$ cat src/rtl/fswap_pkg.sv
package fswap_pkg;

   // Which memory is wired to the drawing agent.
   typedef enum logic {
      MAP_M0_DRAWS = 1'b0,
      MAP_M1_DRAWS = 1'b1
   } bank_map_e;

   // Handshake flag pair.
   typedef struct packed {
      logic pic;   // picture ready, raised by drawing side
      logic ack;   // acknowledge, raised by display at a frame boundary
   } hs_flags_t;

   function automatic bank_map_e flip_map(bank_map_e m);
      return (m == MAP_M0_DRAWS) ? MAP_M1_DRAWS : MAP_M0_DRAWS;
   endfunction

endpackage

$ cat src/rtl/fswap_handshake.sv
module fswap_handshake
   import fswap_pkg::*;
(
   input  logic      clk,
   input  logic      rst_n,
   input  logic      frame_done,
   input  logic      disp_eof,
   output hs_flags_t flags,
   output bank_map_e map,
   output logic      swap_now
);

   hs_flags_t flags_q;
   bank_map_e map_q;

   // Both flags up: this edge exchanges the memories.
   assign swap_now = flags_q.pic & flags_q.ack;

   always_ff @(posedge clk) begin
      if (!rst_n) begin
         flags_q <= '0;
         map_q   <= MAP_M0_DRAWS;
      end else if (swap_now) begin
         flags_q <= '0;
         map_q   <= flip_map(map_q);
      end else begin
         if (frame_done && !flags_q.pic)
            flags_q.pic <= 1'b1;
         if (disp_eof && flags_q.pic)
            flags_q.ack <= 1'b1;
      end
   end

   assign flags = flags_q;
   assign map   = map_q;

endmodule

$ cat src/rtl/fswap_xbar.sv
module fswap_xbar #(
   parameter int AW = 16,
   parameter int DW = 16
) (
   input  logic          draw_bank,   // index of memory wired to the drawer
   input  logic [AW-1:0] draw_addr,
   input  logic [DW-1:0] draw_wdata,
   input  logic          draw_rd,
   input  logic          draw_wr,
   input  logic          draw_sel,
   input  logic [AW-1:0] disp_addr,
   input  logic          disp_rd,
   input  logic          disp_sel,
   output logic [AW-1:0] mem_addr  [2],
   output logic [DW-1:0] mem_wdata [2],
   output logic          mem_rd    [2],
   output logic          mem_wr    [2],
   output logic          mem_sel   [2]
);

   localparam logic [DW-1:0] NO_DATA = '0;

   for (genvar p = 0; p < 2; p++) begin : g_port
      logic takes_draw;
      assign takes_draw   = (draw_bank == 1'(p));
      assign mem_addr[p]  = takes_draw ? draw_addr  : disp_addr;
      assign mem_wdata[p] = takes_draw ? draw_wdata : NO_DATA;
      assign mem_rd[p]    = takes_draw ? draw_rd    : disp_rd;
      assign mem_wr[p]    = takes_draw ? draw_wr    : 1'b0;
      assign mem_sel[p]   = takes_draw ? draw_sel   : disp_sel;
   end

endmodule

$ cat src/rtl/fswap_rdret.sv
module fswap_rdret #(
   parameter int DW     = 16,
   parameter int RD_LAT = 1
) (
   input  logic          clk,
   input  logic          rst_n,
   input  logic          draw_bank,
   input  logic [DW-1:0] rdata0,
   input  logic [DW-1:0] rdata1,
   output logic [DW-1:0] draw_rdata,
   output logic [DW-1:0] disp_rdata
);

   logic ret_bank;   // routing that was in force when the data was requested

   if (RD_LAT == 0) begin : g_comb
      assign ret_bank = draw_bank;
   end else begin : g_pipe
      logic [RD_LAT-1:0] bank_pipe;
      always_ff @(posedge clk) begin
         if (!rst_n) begin
            bank_pipe <= '0;
         end else begin
            bank_pipe[0] <= draw_bank;
            for (int i = 1; i < RD_LAT; i++)
               bank_pipe[i] <= bank_pipe[i-1];
         end
      end
      assign ret_bank = bank_pipe[RD_LAT-1];
   end

   assign draw_rdata = ret_bank ? rdata1 : rdata0;
   assign disp_rdata = ret_bank ? rdata0 : rdata1;

endmodule

$ cat src/rtl/frame_swap_ctrl.sv
module frame_swap_ctrl
   import fswap_pkg::*;
#(
   parameter int AW     = 16,
   parameter int DW     = 16,
   parameter int RD_LAT = 1
) (
   input  logic          clk,
   input  logic          rst_n,
   input  logic          frame_done,
   output logic          draw_stall,
   input  logic [AW-1:0] draw_addr,
   input  logic [DW-1:0] draw_wdata,
   input  logic          draw_rd,
   input  logic          draw_wr,
   input  logic          draw_sel,
   output logic [DW-1:0] draw_rdata,
   input  logic          disp_eof,
   input  logic [AW-1:0] disp_addr,
   input  logic          disp_rd,
   input  logic          disp_sel,
   output logic [DW-1:0] disp_rdata,
   output logic [AW-1:0] m0_addr,
   output logic [DW-1:0] m0_wdata,
   output logic          m0_rd,
   output logic          m0_wr,
   output logic          m0_sel,
   input  logic [DW-1:0] m0_rdata,
   output logic [AW-1:0] m1_addr,
   output logic [DW-1:0] m1_wdata,
   output logic          m1_rd,
   output logic          m1_wr,
   output logic          m1_sel,
   input  logic [DW-1:0] m1_rdata,
   output logic          bank_sel,
   output logic          pic_ready,
   output logic          disp_ack
);

   if (AW < 1 || AW > 32) begin : g_bad_aw
      $error("frame_swap_ctrl: AW must be 1..32");
   end
   if (DW < 1 || DW > 256) begin : g_bad_dw
      $error("frame_swap_ctrl: DW must be 1..256");
   end
   if (RD_LAT < 0 || RD_LAT > 4) begin : g_bad_lat
      $error("frame_swap_ctrl: RD_LAT must be 0..4");
   end

   hs_flags_t flags;
   bank_map_e map;
   logic      swap_now;
   logic      draw_bank;

   fswap_handshake u_hs (
      .clk        (clk),
      .rst_n      (rst_n),
      .frame_done (frame_done),
      .disp_eof   (disp_eof),
      .flags      (flags),
      .map        (map),
      .swap_now   (swap_now)
   );

   assign draw_bank = (map == MAP_M1_DRAWS);

   logic [AW-1:0] x_addr  [2];
   logic [DW-1:0] x_wdata [2];
   logic          x_rd    [2];
   logic          x_wr    [2];
   logic          x_sel   [2];

   fswap_xbar #(.AW(AW), .DW(DW)) u_xbar (
      .draw_bank  (draw_bank),
      .draw_addr  (draw_addr),
      .draw_wdata (draw_wdata),
      .draw_rd    (draw_rd),
      .draw_wr    (draw_wr),
      .draw_sel   (draw_sel),
      .disp_addr  (disp_addr),
      .disp_rd    (disp_rd),
      .disp_sel   (disp_sel),
      .mem_addr   (x_addr),
      .mem_wdata  (x_wdata),
      .mem_rd     (x_rd),
      .mem_wr     (x_wr),
      .mem_sel    (x_sel)
   );

   assign m0_addr  = x_addr[0];
   assign m0_wdata = x_wdata[0];
   assign m0_rd    = x_rd[0];
   assign m0_wr    = x_wr[0];
   assign m0_sel   = x_sel[0];
   assign m1_addr  = x_addr[1];
   assign m1_wdata = x_wdata[1];
   assign m1_rd    = x_rd[1];
   assign m1_wr    = x_wr[1];
   assign m1_sel   = x_sel[1];

   fswap_rdret #(.DW(DW), .RD_LAT(RD_LAT)) u_ret (
      .clk        (clk),
      .rst_n      (rst_n),
      .draw_bank  (draw_bank),
      .rdata0     (m0_rdata),
      .rdata1     (m1_rdata),
      .draw_rdata (draw_rdata),
      .disp_rdata (disp_rdata)
   );

   assign bank_sel   = draw_bank;
   assign pic_ready  = flags.pic;
   assign disp_ack   = flags.ack;
   assign draw_stall = flags.pic;

endmodule

$ cat config.mk
export PLATFORM = sky130hd
export DESIGN_NAME = frame_swap_ctrl
export DESIGN_NICKNAME = d
export VERILOG_FILES = /design/src/rtl/fswap_pkg.sv /design/src/rtl/fswap_handshake.sv /design/src/rtl/fswap_xbar.sv /design/src/rtl/fswap_rdret.sv /design/src/rtl/frame_swap_ctrl.sv
export SDC_FILE = /design/constraint.sdc
export NUM_CORES = 1
export LEC_CHECK = 0
export BUFFER_PORTS_ARGS = -buffer_cell sky130_fd_sc_hd__buf_2
export CELL_PAD_IN_SITES_DETAIL_PLACEMENT = 1
export CELL_PAD_IN_SITES_GLOBAL_PLACEMENT = 2
export CORE_ASPECT_RATIO = 1.4
export CORE_MARGIN = 3
export CORE_UTILIZATION = 14
export DETAILED_ROUTE_END_ITERATION = 16
export PLACE_DENSITY = 0.83
export RECOVER_POWER = 100
export SLEW_MARGIN = 20
export SYNTH_ARGS = -nofsm -noshare
export SYNTH_HDL_FRONTEND = slang
export SYNTH_SLANG_ARGS = --single-unit
$ cat constraint.sdc
create_clock -name clk -period 1.2 [get_ports clk]
set_clock_uncertainty 0.2 [all_clocks]
set_input_delay 0.12 -clock clk [delete_from_list [all_inputs] [get_ports clk]]
set_output_delay 0.12 -clock clk [all_outputs]
set_load 0.03 [all_outputs]
Yosys cells after proc, flatten, opt, wreduce, memory -nomap -nowiden
Index checks and enable logic that the tools add are counted.

word-level totals
  logic and storage cells = 23
  flip-flop bits (word level) = 4
  bits of input ports = 89
  output and inout bits = 106

operators by class
  bitwise gates (word level) = 2
  mux-type cells = 13
  reductions and logical operators = 4

operator list
  operator            count
  16-bit 2-to-1 mux   6
  1-bit 2-to-1 mux    7
  1-bit logical AND   2
  2-bit OR reduction  1
  1-bit AND           1
  1-bit logical NOT   1
  1-bit inverter      1

Longest topological paths before layout
  word-level depth = 2
  depth in mapped cells = 3
  depth with buffers taken out = 2

Modules after synthesis
A second synthesis with hierarchy kept.

unflattened totals
  cell total of the unflattened synthesis = 130
  area total of the unflattened synthesis = 1555.2 µm²

by module, submodules not included
  module           cells an instance  area an instance (µm²)  instances
  fswap_xbar       78                 850.8                   1
  fswap_rdret      38                 570.5                   1
  fswap_handshake  13                 126.4                   1
  frame_swap_ctrl  1                  7.5                     1

Worst setup path before layout
OpenSTA, ideal clock, no wires.

  kind = register to output
  start = register u_hs.map_q (netlist: u_hs.map)
  end = output port m0_addr[10]
  stages on the path, launching flop included = 4
  path slack = -325 ps
  arrival time = 1205 ps
  cell sequence = dfxtp_1 > buf_6 > buf_6 > mux2_4

on the way
  cells in the longest elaborated chain, start to end = 1

ends and longest elaborated chain
  item                    RTL line               source
  start, declared         fswap_handshake.sv:14  bank_map_e map_q;
  start signal, assigned  fswap_handshake.sv:25  map_q <= flip_map(map_q);
  16-bit 2-to-1 mux       fswap_xbar.sv:26       assign mem_addr[p] = takes_draw ? draw_addr : disp_addr;
  end, declared           frame_swap_ctrl.sv:23  output logic [AW-1:0] m0_addr,

No other way between the ends.

Worst setup path after layout
  start = register u_hs.map_q (netlist: u_hs.map)
  end = output port m1_addr[0]

on the way
  cells in the longest elaborated chain, start to end = 1

ends and longest elaborated chain
  item               RTL line               source
  16-bit 2-to-1 mux  fswap_xbar.sv:26
  end, declared      frame_swap_ctrl.sv:29  output logic [AW-1:0] m1_addr,

No other way between the ends.

==> flow_summary.toml <==
[drt]
wl_per_cell_um = 14.8
ant_nets = 0
routed-wl-met2_um = 4110
vias = 1823
post-route-drc-count = 0
vias_per_cell = 3.84
first_pass_iters = 4
wl_met1_um = 2180
drtIter0Drc = 14
routed-wl-met3_um = 672
dr.max_layer_used = "met4"
routed_wirelength_um = 7040

[floorplan]
core_um2 = 10500
die_area_um2 = 12200
die_x_um = 94.1
die_h_um = 129
io_pins = 195
initial_core_util = 0.145
row_count = 44

[clock_network]
cts_root_buffer = "clkbuf_16"
cts_buffer_depth = 2
h-tree-depth = 1
cts.sinks = 4
cts.clk_slew.worst_paths_ns = 0.04
clock_latency_ns = 0.22
cts_tree = "done"
cts_buffers = 3

[pwr]
power_mw = 2.18
p_leak_nw = 1.86
p_per_area_nw_per_um2 = 600
switching_share = 0.390
p_int_mw = 1.33
switchingPower_uw = 848
p_seq_frac = 0.069
comb_power_share = 0.681
pwr-share-clk = 0.250
vdd_drop_max_mv = 0.409

[setup_path]
critPathLaunchType = "register"
worstPathMaxFanout = 16
cp.arrival_ns = 1.30
path_class = "register to primary output"
critPathCaptureType = "primary output"
critPathRequiredTime_ns = 0.88

[global_routing]
grt_pass1_vias = 1993
gr-total-overflow = 0
grt_max_degree = 17
antenna_found_initial = 0
grt_pass1_wl_um = 10100
grtUsageTotal = 0.104

[outcome]
violations = "setup timing"
status = "finished, violations left"

[logic_synthesis]
yosys-top-cells-count = "66 x mux2_4, 18 x and2_1, 18 x nor2b_1, 6 x buf_6, 4 x dfxtp_1"
synth.most_common_cell = "mux2_4"
synth_area_per_cell_um2 = 11.8
synth.area.top_cells = "mux2_4 65%, and2_1 7.4%, nor2b_1 7.4%, dfxtp_1 5.3%, buf_6 4.4%"
syn_inst = 129
synthFlopType = "dfxtp_1"
yosysTopAreaCellShare = 0.652
ys_ff_latch = 4
synth_top_area_cell = "mux2_4"
synth-edff-count = 0
synth_area_um2 = 1520
ys_seq_area_frac = 0.0527
synth_nets = 218
async_flop_share = 0
ys_warn_count = 0
ys_types = 14

[sta]
rsz0062_at_grt = "true"
setup_viol = 105
fmax_ghz = 0.618
worst_pin_slew_ns = 0.180
slew-limit-headroom = 0.880
fin_ws_ns = -0.419
maxSlewViolCount = 0
fin_crit_ns = 1.62
period_share = 1.35
final-hold-violation-count = 0

[placed_design]
dp_cells = 460
numPortBuffers = 194
place_area_um2 = 2730
place.gp.congestion = 0.677
dp_hpwl_um = 5500

[finish]
fin_cells = 475
diodes = 0
syn_to_final_growth_pct = 138
nNetsFinal = 427
design_area_um2 = 3620
drive_gt1_frac = 0.961
fin_util = 0.347

[flow_run]
drv_cap = 0

[worst_hold_path]
hold_class = "input port to register"
## worst max-delay path: stages, from the launching register on
cell and delay, ns:
dfxtp_4 0.41, buf_12 0.19, mux2_4 0.32, buf_6 0.14
## final timing paths
path / slack [ns] / depth (start not counted) / start / endpoint
worst min register to register: 0.33 / 2 / u_hs.flags[0] / u_hs.flags[0]
worst max register to register: -0.32 / 5 / u_hs.map / u_hs.map
worst min-delay path: 0.09 / 3 / rst_n / u_hs.map
worst max-delay path: -0.42 / 3 / u_hs.map / m1_addr[0]
## through the flow
step	hold slack, ns	setup WS (ns)	TNS (ns)
floorplan	0.0599	-0.159	-9.53
global placement	0.183	-0.199	-13.32
detailed placement	0.182	-0.210	-14.67
CTS	0.0809	-0.427	-36.58
global route	0.127	-0.461	-40.33
finish	0.0927	-0.419	-35.75
## sequential cells by signal, indices dropped and copies added, names as in the netlist
name and cells:
u_ret.g_pipe.bank_pipe 1, u_hs.map 1, u_hs.flags 2
## area by class of cell
class	instances	area (um2)
clock buffers	4	78.8
well taps	138	173
fillers	1194	6840
multi-input cells	112	1420
repair buffers	217	1860
flip-flops and latches	4	88.8
## power groups by stage
stage,registers [mW],clock network (mW),logic [mW]
4_1_cts,0.149,0.562,1.47
2_1_floorplan,0.160,0,0.777
6_report,0.150,0.545,1.48
5_1_grt,0.153,0.572,1.55
3_5_place_dp,0.152,0,1.18
3_3_place_gp,0.151,0,1.16
## repair_timing
item / CTS / global route
hold endpoints to repair: 3 / 0
resized for setup: 204 / 3
hold buffers: 3 / 0
gates cloned: 1 / 2
setup buffers: 3 / 2
setup endpoints to repair: 104 / 105
## metal layers
layer  global-route usage  up-vias
met3               0.0343        8
met5                    0        -
met2                0.210      107
met4               0.0213        0
met1                0.101      840
li1                     -      868
## cell usage in the layout (no fill, tap or decap), types with 3 or more instances in the layout
cell type      count
mux2_4            69
buf_12             5
buf_2             94
clkbuf_16          5
dlygate4sd3_1      3
clkbuf_2           3
nor2b_4            8
nor2b_2            9
and2_2             4
and2_4            14
buf_6             93
buf_4             16
## cell families after synthesis
kind of cell | Yosys count | synth area share
compound gates | 2 | 0.00823
buf+inv | 13 | 0.0988
flops | 4 | 0.0527
simple gates | 41 | 0.166
mux | 69 | 0.674
Power figures use the tool's default switching activity.
